## src/rtl/iter_mul_pkg.sv

```systemverilog
package iter_mul_pkg;
  typedef enum logic [1:0] {
    SZ_QUARTER = 2'd0,
    SZ_HALF    = 2'd1,
    SZ_FULL    = 2'd2,
    SZ_FULL_X  = 2'd3
  } opsize_e;
endpackage

```

## src/rtl/iter_mul_prep.sv

```systemverilog
module iter_mul_prep
  import iter_mul_pkg::*;
#(
  parameter int XLEN = 32
) (
  input  opsize_e           size,
  input  logic              sgn,
  input  logic [XLEN-1:0]   opa,
  input  logic [XLEN-1:0]   opb,
  output logic [XLEN-1:0]   amag,
  output logic [XLEN-1:0]   bmag,
  output logic              neg
);
  localparam int QW = XLEN / 4;
  localparam int HW = XLEN / 2;

  logic [XLEN-1:0]       mask;
  logic [1:0][XLEN-1:0]  raw;
  logic [1:0][XLEN-1:0]  fld;
  logic [1:0][XLEN-1:0]  mag;
  logic [1:0]            sbit;

  always_comb begin
    case (size)
      SZ_QUARTER: mask = {{(XLEN-QW){1'b0}}, {QW{1'b1}}};
      SZ_HALF:    mask = {{(XLEN-HW){1'b0}}, {HW{1'b1}}};
      default:    mask = {XLEN{1'b1}};
    endcase
  end

  assign raw[0] = opa;
  assign raw[1] = opb;

  for (genvar g = 0; g < 2; g++) begin : g_opd
    assign fld[g]  = raw[g] & mask;
    assign sbit[g] = sgn & ((size == SZ_QUARTER) ? fld[g][QW-1] :
                            (size == SZ_HALF)    ? fld[g][HW-1] :
                                                   fld[g][XLEN-1]);
    assign mag[g]  = sbit[g] ? ((~fld[g] + 1'b1) & mask) : fld[g];
  end

  assign amag = mag[0];
  assign bmag = mag[1];
  assign neg  = sbit[0] ^ sbit[1];
endmodule

```

## src/rtl/iter_mul_core.sv

```systemverilog
module iter_mul_core
  import iter_mul_pkg::*;
#(
  parameter int XLEN = 32
) (
  input  logic              clk,
  input  logic              rst_n,
  input  logic              load,
  input  logic [XLEN-1:0]   amag,
  input  logic [XLEN-1:0]   bmag,
  input  logic              neg_in,
  input  opsize_e           size_in,
  output logic              busy,
  output logic              done,
  output logic [2*XLEN-1:0] acc,
  output logic              neg_q,
  output opsize_e           size_q
);
  localparam int AW = 2 * XLEN;

  logic [AW-1:0]   mcand;
  logic [XLEN-1:0] mplier;
  logic            last;

  // no unconsumed set bit above the one being retired now
  assign last = (mplier[XLEN-1:1] == '0);

  always_ff @(posedge clk) begin
    if (!rst_n) begin
      busy   <= 1'b0;
      done   <= 1'b0;
      acc    <= '0;
      mcand  <= '0;
      mplier <= '0;
      neg_q  <= 1'b0;
      size_q <= SZ_QUARTER;
    end else begin
      done <= 1'b0;
      if (load) begin
        acc    <= '0;
        mcand  <= {{XLEN{1'b0}}, amag};
        mplier <= bmag;
        neg_q  <= neg_in;
        size_q <= size_in;
        busy   <= 1'b1;
      end else if (busy) begin
        if (mplier[0]) acc <= acc + mcand;
        mcand  <= mcand << 1;
        mplier <= mplier >> 1;
        if (last) begin
          busy <= 1'b0;
          done <= 1'b1;
        end
      end
    end
  end
endmodule

```

## src/rtl/iter_mul_fix.sv

```systemverilog
module iter_mul_fix
  import iter_mul_pkg::*;
#(
  parameter int XLEN = 32
) (
  input  logic [2*XLEN-1:0] acc,
  input  logic              neg,
  input  opsize_e           size,
  output logic [XLEN-1:0]   lo,
  output logic [XLEN-1:0]   hi
);
  localparam int QW = XLEN / 4;
  localparam int HW = XLEN / 2;

  logic [2*XLEN-1:0] full;

  assign full = neg ? (~acc + 1'b1) : acc;

  always_comb begin
    case (size)
      SZ_QUARTER: begin
        lo = {{(XLEN-QW){1'b0}}, full[QW-1:0]};
        hi = {{(XLEN-QW){1'b0}}, full[2*QW-1:QW]};
      end
      SZ_HALF: begin
        lo = {{(XLEN-HW){1'b0}}, full[HW-1:0]};
        hi = {{(XLEN-HW){1'b0}}, full[2*HW-1:HW]};
      end
      default: begin
        lo = full[XLEN-1:0];
        hi = full[2*XLEN-1:XLEN];
      end
    endcase
  end
endmodule

```

## src/rtl/iter_mul.sv

```systemverilog
module iter_mul
  import iter_mul_pkg::*;
#(
  parameter int XLEN = 32
) (
  input  logic            clk,
  input  logic            rst_n,
  input  logic            in_valid,
  output logic            in_ready,
  input  logic [1:0]      op_size,
  input  logic            op_signed,
  input  logic [XLEN-1:0] multiplicand,
  input  logic [XLEN-1:0] multiplier,
  output logic            busy,
  output logic            done,
  output logic [XLEN-1:0] prod_lo,
  output logic [XLEN-1:0] prod_hi
);
  localparam int AW = 2 * XLEN;

  opsize_e         size_in, size_q;
  logic [XLEN-1:0] amag, bmag;
  logic            neg_in, neg_q, load;
  logic [AW-1:0]   acc;

  assign size_in  = opsize_e'(op_size);
  assign in_ready = ~busy;
  assign load     = in_valid & in_ready;

  iter_mul_prep #(.XLEN(XLEN)) u_prep (
    .size (size_in),
    .sgn  (op_signed),
    .opa  (multiplicand),
    .opb  (multiplier),
    .amag (amag),
    .bmag (bmag),
    .neg  (neg_in)
  );

  iter_mul_core #(.XLEN(XLEN)) u_core (
    .clk     (clk),
    .rst_n   (rst_n),
    .load    (load),
    .amag    (amag),
    .bmag    (bmag),
    .neg_in  (neg_in),
    .size_in (size_in),
    .busy    (busy),
    .done    (done),
    .acc     (acc),
    .neg_q   (neg_q),
    .size_q  (size_q)
  );

  iter_mul_fix #(.XLEN(XLEN)) u_fix (
    .acc  (acc),
    .neg  (neg_q),
    .size (size_q),
    .lo   (prod_lo),
    .hi   (prod_hi)
  );
endmodule

```

## config.mk

```make
export PLATFORM = sky130hd
export DESIGN_NAME = iter_mul
export DESIGN_NICKNAME = d
export VERILOG_FILES = /design/src/rtl/iter_mul_pkg.sv /design/src/rtl/iter_mul_prep.sv /design/src/rtl/iter_mul_core.sv /design/src/rtl/iter_mul_fix.sv /design/src/rtl/iter_mul.sv
export SDC_FILE = /design/constraint.sdc
export NUM_CORES = 1
export LEC_CHECK = 0
export ABC_AREA = 1
export BUFFER_PORTS_ARGS = -buffer_cell sky130_fd_sc_hd__buf_2
export CORE_MARGIN = 5
export CORE_UTILIZATION = 45
export DETAILED_ROUTE_END_ITERATION = 12
export GPL_TIMING_DRIVEN = 1
export HOLD_SLACK_MARGIN = 0.06
export PLACE_DENSITY_LB_ADDON = 0.08
export SLEW_MARGIN = 0
export SYNTH_ARGS = -nofsm -noshare
export SYNTH_HDL_FRONTEND = slang
export SYNTH_HIERARCHICAL = 1
export SYNTH_SLANG_ARGS = --single-unit
```

## constraint.sdc

```tcl
create_clock -name clk -period 2.2 [get_ports clk]
set_input_delay 0.33 -clock clk [delete_from_list [all_inputs] [get_ports clk]]
set_output_delay 0.33 -clock clk [all_outputs]
set_load 0.03 [all_outputs]
```

==> results of run 1 <==
-- logic make-up after synthesis --
kind of cell	share of synthesized area, %
compound gates	10.5
buf+inv	15.8
xor+xnor	2.73
flops	18.4
simple gates	47.8
fa+ha+maj	4.71
-- layout make-up --
cell class,count,share of cell area [%]
inverters,632,9.72
well taps,525,2.67
flip-flops and latches,165,14.1
clock inverters,13,0.620
clock buffers,19,1.80
multi-input cells,2515,56.9
repair buffers,434,14.2
-- power by group through the flow --
stage / Clock (mW) / Combinational [mW] / Sequential (mW)
after floorplan: 0 / 1.86 / 3.26
after global placement: 0 / 2.84 / 3.33
after detailed placement: 0 / 2.86 / 3.34
after CTS: 3.19 / 3.20 / 3.26
after global routing: 3.30 / 3.80 / 3.28
final: 3.13 / 3.50 / 3.27
-- timing repair --
item                       4_1_cts  5_1_grt
setup endpoints to repair       73      108
pin swaps                       75      165
setup buffers                   24       29
gates cloned                     0        0
gates resized for setup        352      440
-- critical path, delay by kind of cell, from the launching register on --
family | cells | cell delay [ps]
DFF | 1 | 360
buffers and inverters | 2 | 290
and+or+nand+nor | 10 | 1060
-- routing by layer --
| metal | track usage (%) | up-vias |
|---|---|---|
| met5 | 0 | - |
| met4 | 13.0 | 0 |
| met3 | 3.23 | 167 |
| met2 | 49.4 | 874 |
| met1 | 39.4 | 10071 |
| li1 | - | 11152 |
-- how the worst min path moves through the flow --
stage	from	slack (ps)	cells past startpoint	endpoint
CTS	multiplicand[0]	140	3	u_core/mcand[0]$_SDFFE_PN0P_
finish	multiplicand[0]	160	3	u_core/mcand[0]$_SDFFE_PN0P_
floorplan	u_core/mcand[34]$_SDFFE_PP0P_	450	2	u_core/mcand[34]$_SDFFE_PP0P_
global placement	u_core/mcand[63]$_SDFFE_PP0P_	460	2	u_core/mcand[63]$_SDFFE_PP0P_
detailed placement	u_core/mcand[61]$_SDFFE_PP0P_	470	2	u_core/mcand[61]$_SDFFE_PP0P_
global route	multiplicand[0]	160	3	u_core/mcand[0]$_SDFFE_PN0P_
-- registers in the layout (all words and copies together), names as in the netlist --
name / count
u_core/busy: 1
u_core/mplier: 32
u_core/mcand: 64
u_core/acc: 64
u_core/size_q: 2
u_core/done: 1
u_core/neg_q: 1
-- layout by cell type (no fill, tap or decap), types with 23 or more instances in the layout --
master	count
sky130_fd_sc_hd__nand2_1	1012
sky130_fd_sc_hd__inv_1	591
sky130_fd_sc_hd__nor2_1	392
sky130_fd_sc_hd__buf_4	280
sky130_fd_sc_hd__nand2_2	152
sky130_fd_sc_hd__nand3_1	141
sky130_fd_sc_hd__o21ai_0	110
sky130_fd_sc_hd__dfxtp_1	106
sky130_fd_sc_hd__a21oi_1	91
sky130_fd_sc_hd__buf_2	78
sky130_fd_sc_hd__nor2_2	76
sky130_fd_sc_hd__nor2_4	67
sky130_fd_sc_hd__buf_6	57
sky130_fd_sc_hd__nand2_4	56
sky130_fd_sc_hd__nand3_2	49
sky130_fd_sc_hd__xor2_1	36
sky130_fd_sc_hd__dfxtp_4	35
sky130_fd_sc_hd__o21ai_1	33
sky130_fd_sc_hd__nand4_1	33
sky130_fd_sc_hd__ha_1	33
sky130_fd_sc_hd__inv_2	32
sky130_fd_sc_hd__ha_4	25
sky130_fd_sc_hd__dfxtp_2	24
sky130_fd_sc_hd__a21oi_2	23
sky130_fd_sc_hd__a22oi_1	23
-- per-stage QoR --
step | total power [mW] | util (%)
5_1_grt | 10.4 | 62.3
3_5_place_dp | 6.20 | 52.7
6_report | 9.90 | 62.3
2_1_floorplan | 5.13 | -
4_1_cts | 9.65 | 57.5
3_3_place_gp | 6.17 | 52.7
==> results.env, run 1 <==
WORSTREGTOREGCELLS=16
TIMING.SLEW.HEADROOM_PCT=56.6
LEAKAGEPOWER_nW=13.9
FIRSTDRTPASSITERS=8
GRT_FIRST_PASS_WIRELENGTH_MM=106
CTS-ROOT-TO-SINK-BUFFERS=2
CTS_MADE_BUFFERS=17
CLOCK.FMAX_MHz=398
P_PER_AREA_nW_PER_UM2=402
SYNTH_WARNINGS=6
INITIAL_ANTENNA_VIOLATION_COUNT=0
ASYNC_SET_RESET_FLOP_SHARE_OUT_OF_SYNTHESIS_PCT=0
MAXUSEDROUTINGLAYER='met4'
ROUTABILITYCONGESTION=1.01
HOLD_PATH.CLASS='input pin to flip-flop'
DRT-TOTAL-WL_MM=70.6
FIN_CRIT_PS=2510
FIN_CLK_SKEW_PS=14.3
RR_STARTPOINT='u_core/acc[23]$_SDFFE_PP0P_'
LAYOUT_SETUP_WS_PS=-310
POWER_FRAC_SEQ_PCT=33.0
CTS-HOLD-FIX-BUFFERS=0
SLEW_VIOLATIONS=0
FP.COREAREA_UM2=39500
IO_BUFFER_COUNT=136
DRC=0
GRT_PASS1_VIAS=20280
ROWS=73
RSZ0062_AT_GRT='true'
SEQ_AREA_UM2=3460
TIMING.REG2REG.SETUP_SLACK_PS=-230
CRITPATHLAUNCH='u_core/acc[7]$_SDFFE_PP0P_'
PATH_COMMON_CELL='sky130_fd_sc_hd__nor2_4'
TIMING.FINAL.SETUP_VIOLATIONS=84
SWITCHINGPOWER_mW=3.83
SYNTHTOPCELLSBYCOUNT='sky130_fd_sc_hd__nand2_1 (1176), sky130_fd_sc_hd__inv_1 (617), sky130_fd_sc_hd__nor2_1 (497)'
STATUS='complete, but fails checks'
SYNTH_FF_TYPE='sky130_fd_sc_hd__dfxtp_1'
PIN_COUNT=137
CTS.REPORTEDPATHS.CLKPINSLEW_PS=70
YOSYSTOPAREACELL='sky130_fd_sc_hd__nand2_1'
CRITICAL_PATH_ARRIVAL_PS=2180
CTS_SINKS=165
N_FILL_CELL=3881
CTS-HTREE-LEVELS=4
CLKLATENCYLATEPIN_PS=460
INSERTEDDIODECOUNT=0
FAILING_CHECKS='setup timing'
FINISH.INSTANCE_AREA_UM2=24600
GRT_REMAINING_OVERFLOW=0
CRITICAL_PATH.SLOWEST_CELL='sky130_fd_sc_hd__dfxtp_4'
PLACE_WORST_SETUP_SLACK_PS=-141
SEQ_AREA_FRAC_SYNTH_PCT=18.4
POWER.CLOCK.FRACTION_PCT=31.6
WORSTPATHREQUIRED_PS=1870
ROUTED_LENGTH_ON_MET2_MM=32.7
CRITICAL_PATH_START_TYPE='flip-flop'
SETUP.WORST_PATH.CLASS='flip-flop to output port'
CTS.ROOT.BUFFER_CELL='sky130_fd_sc_hd__clkbuf_16'
DETAIL_ROUTE.WIRELENGTH.MET1_MM=30.0
NUMBER_OF_SYNTHESIZED_FLOPS_WITH_AN_ENABLE_PIN=0
POWER.INTERNAL_mW=6.07
FLOORPLAN.DIE.WIDTH_UM=210
HOLD_VIOL=0
END_KIND='output port'
CRITICAL_PATH_PEAK_FANOUT=5
DIE_HEIGHT_UM=210
START_UTIL_PCT=45.4
FIN_CELLS=4303
SYNTH_MOST_COMMON_CELL='sky130_fd_sc_hd__nand2_1'
GRT_MAX_DEGREE=89
POST_ROUTE_CELLS_DRIVE_ABOVE_1_SHARE_PCT=28.4
SETUP_TNS_PS=-13690
FP.DIEAREA_UM2=44000
ORDERED_LIST_OF_CELLS_ON_THE_WORST_PATH='buf_12 -> nor2_4 -> nand2_2 -> nor2_4 -> nand2_2 -> nand2_4 -> nand2_4 -> nor2_4 -> nand3_1 -> nand2_1 -> nor2_1 -> buf_4'
FINALNETCOUNT=3902
DRT-INITIAL-DRC-COUNT=1884
SYNTH_AREA_LEADERS='sky130_fd_sc_hd__nand2_1 (25%), sky130_fd_sc_hd__dfxtp_1 (18%), sky130_fd_sc_hd__inv_1 (13%), sky130_fd_sc_hd__nor2_1 (10%), sky130_fd_sc_hd__nand3_1 (5.3%)'
PLACE.DETAILED.INSTANCES=4219
ROUTED_WIRE_LENGTH_PER_INSTANCE_UM=16.4
SYNTHESIS.AREA_UM2=17900
POSTSYNTHAREAPERCELL_UM2=5.27
CRIT_END='prod_hi[23]'
WORSTREG2REGEND='u_core/acc[42]$_SDFFE_PP0P_'
DETAILROUTE.WIRELENGTH.MET3_MM=4.84
SYN_INST=3404
POWER_FRAC_COMB_PCT=35.4
NETLIST-CELL-TYPE-COUNT=44
PLACE.DETAILED.HPWL_MM=55.6
VIA_COUNT=22264
MAPPEDNETLISTNETS=3541
AREA_OCCUPIED_BY_MULTI_INPUT_GATES_UM2=14000
MAXCAPVIOLCOUNT=0
AVG_VIAS_PER_CELL=5.17
CRIT_PATH_MAX_INCR_DELAY_PS=360
TRITONCTS='yes'
SYNTH-SEQ-CELLS=165
POSTPLACECELLAREA_UM2=20800
FIN_CRIT_SH_PCT=114
DRT.ANTENNA.VIOLATING_NETS=0
TIGHTESTPINTRANSITION_PS=650
SYN2LAYOUT_AREA_GROWTH_PCT=37.2
SWITCHING_SHARE_PCT=38.7
WORST_HOLD_MARGIN_PS=159
PEAKVDDDROP_mV=0.541
GLOBALROUTETOTALUTIL_PCT=29.8
SYNTH_TOP_AREA_SHARE_PCT=24.6
(Power assumes the default switching activity.)
==> inputs of run 2 (changes only) <==
--- a/config.mk
+++ b/config.mk
@@ -9,10 +9,12 @@
 export BUFFER_PORTS_ARGS = -buffer_cell sky130_fd_sc_hd__buf_2
 export CORE_MARGIN = 5
 export CORE_UTILIZATION = 45
+export CTS_CLUSTER_DIAMETER = 60
 export DETAILED_ROUTE_END_ITERATION = 12
 export GPL_TIMING_DRIVEN = 1
 export HOLD_SLACK_MARGIN = 0.06
 export PLACE_DENSITY_LB_ADDON = 0.08
+export RECOVER_POWER = 100
 export SLEW_MARGIN = 0
 export SYNTH_ARGS = -nofsm -noshare
 export SYNTH_HDL_FRONTEND = slang
==> results.env, run 2 (synthesized netlist as in run 1, its figures left out) <==
CRIT_PATH_MAX_INCR_DELAY_PS=360  # about the same
LAYOUT_SETUP_WS_PS=-320  # -9.16 ps
TIMING.SLEW.HEADROOM_PCT=53.3  # -3.3 points
STATUS='complete, but fails checks'
WORST_HOLD_MARGIN_PS=156  # -2.60 ps
DRT-INITIAL-DRC-COUNT=1941  # +3.0%
TIMING.FINAL.SETUP_VIOLATIONS=89  # +6.0%
HOLD_PATH.CLASS='input pin to flip-flop'
SYN2LAYOUT_AREA_GROWTH_PCT=36.9
CTS.REPORTEDPATHS.CLKPINSLEW_PS=80  # about the same
PEAKVDDDROP_mV=0.542  # about the same
FIN_CELLS=4303  # unchanged
DETAILROUTE.WIRELENGTH.MET3_MM=4.32  # -11%
ROUTED_LENGTH_ON_MET2_MM=32.6  # -0.34%
DRT-TOTAL-WL_MM=70.6  # about the same
POWER_FRAC_SEQ_PCT=33.0  # about the same
VIA_COUNT=22252  # -0.054%
HOLD_VIOL=0  # unchanged
FIN_CLK_SKEW_PS=12.7  # -1.64 ps
FLOORPLAN.DIE.WIDTH_UM=210  # unchanged
RSZ0062_AT_GRT='true'
CTS-HTREE-LEVELS=4  # unchanged
GRT_MAX_DEGREE=89  # unchanged
POWER_FRAC_COMB_PCT=35.3  # about the same
FP.DIEAREA_UM2=44000  # unchanged
MAXCAPVIOLCOUNT=0  # unchanged
ROUTED_WIRE_LENGTH_PER_INSTANCE_UM=16.4  # about the same
POST_ROUTE_CELLS_DRIVE_ABOVE_1_SHARE_PCT=28.2  # -0.19 points
SWITCHINGPOWER_mW=3.83  # about the same
SETUP_TNS_PS=-14310  # -621 ps
PIN_COUNT=137  # unchanged
DETAIL_ROUTE.WIRELENGTH.MET1_MM=30.6  # +2.0%
CRITICAL_PATH.SLOWEST_CELL='sky130_fd_sc_hd__dfxtp_4'
CTS_SINKS=165  # unchanged
DIE_HEIGHT_UM=210  # unchanged
MAXUSEDROUTINGLAYER='met4'
DRC=0  # unchanged
CLKLATENCYLATEPIN_PS=460  # about the same
FP.COREAREA_UM2=39500  # unchanged
LARGEST_REGISTERS='u_core/acc x64, u_core/mcand x64, u_core/mplier x32'
PATH_COMMON_CELL='sky130_fd_sc_hd__nor2_4'
INSERTEDDIODECOUNT=0  # unchanged
SETUP.WORST_PATH.CLASS='flip-flop to output port'
ORDERED_LIST_OF_CELLS_ON_THE_WORST_PATH='buf_12 -> nor2_4 -> nand2_2 -> nor2_4 -> nand2_2 -> nand2_4 -> nand2_4 -> nor2_4 -> nand3_1 -> nand2_1 -> nor2_1 -> buf_4'
FINALNETCOUNT=3902  # unchanged
MOSTFREQUENTLAYOUTCELLS='sky130_fd_sc_hd__nand2_1 (1012), sky130_fd_sc_hd__inv_1 (592), sky130_fd_sc_hd__nor2_1 (393), sky130_fd_sc_hd__buf_4 (275), sky130_fd_sc_hd__nand2_2 (152)'
WORSTPATHREQUIRED_PS=1870  # about the same
FAILING_CHECKS='setup timing'
TIGHTESTPINTRANSITION_PS=700  # +49.7 ps
FIRSTDRTPASSITERS=6  # -2
CTS-ROOT-TO-SINK-BUFFERS=2  # unchanged
CRITICAL_PATH_START_TYPE='flip-flop'
PLACE.DETAILED.INSTANCES=4219  # unchanged
ROWS=73  # unchanged
CRITICAL_PATH_ARRIVAL_PS=2190  # about the same
CTS.ROOT.BUFFER_CELL='sky130_fd_sc_hd__clkbuf_16'
DRT.ANTENNA.VIOLATING_NETS=0  # unchanged
IO_BUFFER_COUNT=136  # unchanged
PLACE.DETAILED.HPWL_MM=55.6  # unchanged
GLOBALROUTETOTALUTIL_PCT=29.8  # unchanged
FIN_CRIT_SH_PCT=115  # +0.42 points
GRT_PASS1_VIAS=20280  # unchanged
INITIAL_ANTENNA_VIOLATION_COUNT=0  # unchanged
END_KIND='output port'
LAYOUT_COMMONEST_CELL='sky130_fd_sc_hd__nand2_1'
AVG_VIAS_PER_CELL=5.17  # about the same
ROUTABILITYCONGESTION=1.01  # unchanged
TRITONCTS='yes'
SLEW_VIOLATIONS=0  # unchanged
CTS_MADE_BUFFERS=17  # unchanged
DESIGN_POWER_TOTAL_mW=9.89  # -0.13%
CLOCK.FMAX_MHz=397  # -0.36%
POWER.INTERNAL_mW=6.06  # -0.21%
LEAKAGEPOWER_nW=13.9  # -0.19%
GRT_REMAINING_OVERFLOW=0  # unchanged
GRT_FIRST_PASS_WIRELENGTH_MM=106  # unchanged
FINISH.INSTANCE_AREA_UM2=24600  # -0.19%
P_PER_AREA_nW_PER_UM2=403  # about the same
SWITCHING_SHARE_PCT=38.7  # +0.048 points
POWER.CLOCK.FRACTION_PCT=31.7  # about the same
POSTPLACECELLAREA_UM2=20800  # unchanged
CRITICAL_PATH_PEAK_FANOUT=5  # unchanged
START_UTIL_PCT=45.4  # unchanged
FIN_CRIT_PS=2520  # +9.16 ps
-- run 2: changes by cell type in the layout (fill, tap and decap cells not counted), moves of 2 or more --
| cell | change |
|---|---|
| sky130_fd_sc_hd__buf_12 | -2 |
| sky130_fd_sc_hd__clkbuf_2 | +8 |
| sky130_fd_sc_hd__buf_4 | -5 |
| sky130_fd_sc_hd__clkbuf_1 | +4 |
| sky130_fd_sc_hd__buf_2 | -7 |
-- run 2: final timing paths --
check,from,end,cells past startpoint,slack (ps)
min reg2reg,u_core/mcand[61]$_SDFFE_PP0P_,u_core/mcand[61]$_SDFFE_PP0P_,2,490
max,u_core/acc[7]$_SDFFE_PP0P_,prod_hi[23],12,-320
max reg2reg,u_core/acc[23]$_SDFFE_PP0P_,u_core/acc[42]$_SDFFE_PP0P_,16,-230
min,multiplicand[0],u_core/mcand[0]$_SDFFE_PN0P_,3,160
-- run 2: power by group through the flow --
| stage | sequential [mW] | clock [mW] | combinational (mW) |
|---|---|---|---|
| detailed placement | 3.34 | 0 | 2.86 |
| CTS | 3.26 | 3.19 | 3.20 |
| global placement | 3.33 | 0 | 2.84 |
| floorplan | 3.26 | 0 | 1.86 |
| finish | 3.27 | 3.13 | 3.49 |
| global route | 3.28 | 3.30 | 3.78 |
-- run 2: stage by stage --
step | util (%) | setup slack [ps]
detailed placement | 52.7 | -141
global route | 62.1 | -400
floorplan | - | 170
CTS | 57.5 | -291
global placement | 52.7 | -124
finish | 62.1 | -320
-- run 2: area by class of cell --
class                      instances  area, um2
multi-input combinational       2515      14000
clock inverter                    13        153
tap                              525        657
fill                            3888      15000
sequential                       165       3460
inverter                         632       2390
clock buffer                      19        443
timing repair buffer             434       3460
-- run 2: what timing repair did --
action / 4_1_cts / 5_1_grt
hold buffers: 0 / 0
gates resized for setup: 352 / 440
endpoints found under the setup margin: 73 / 108
pin swaps: 75 / 165
gates cloned: 0 / 0
setup buffers: 24 / 29
-- run 2: per-layer routing --
layer  up-vias  global-route usage (%)
met4         0                    13.0
met1     10132                    39.4
met2       801                    49.4
met3       166                    3.23
met5         -                       0
li1      11153                       -
-- run 2: worst max-delay path, delay by kind of cell, from the launching register on --
family	cells	cell delay, ps
buffers and inverters	2	290
DFF	1	360
and+or+nand+nor	10	1060
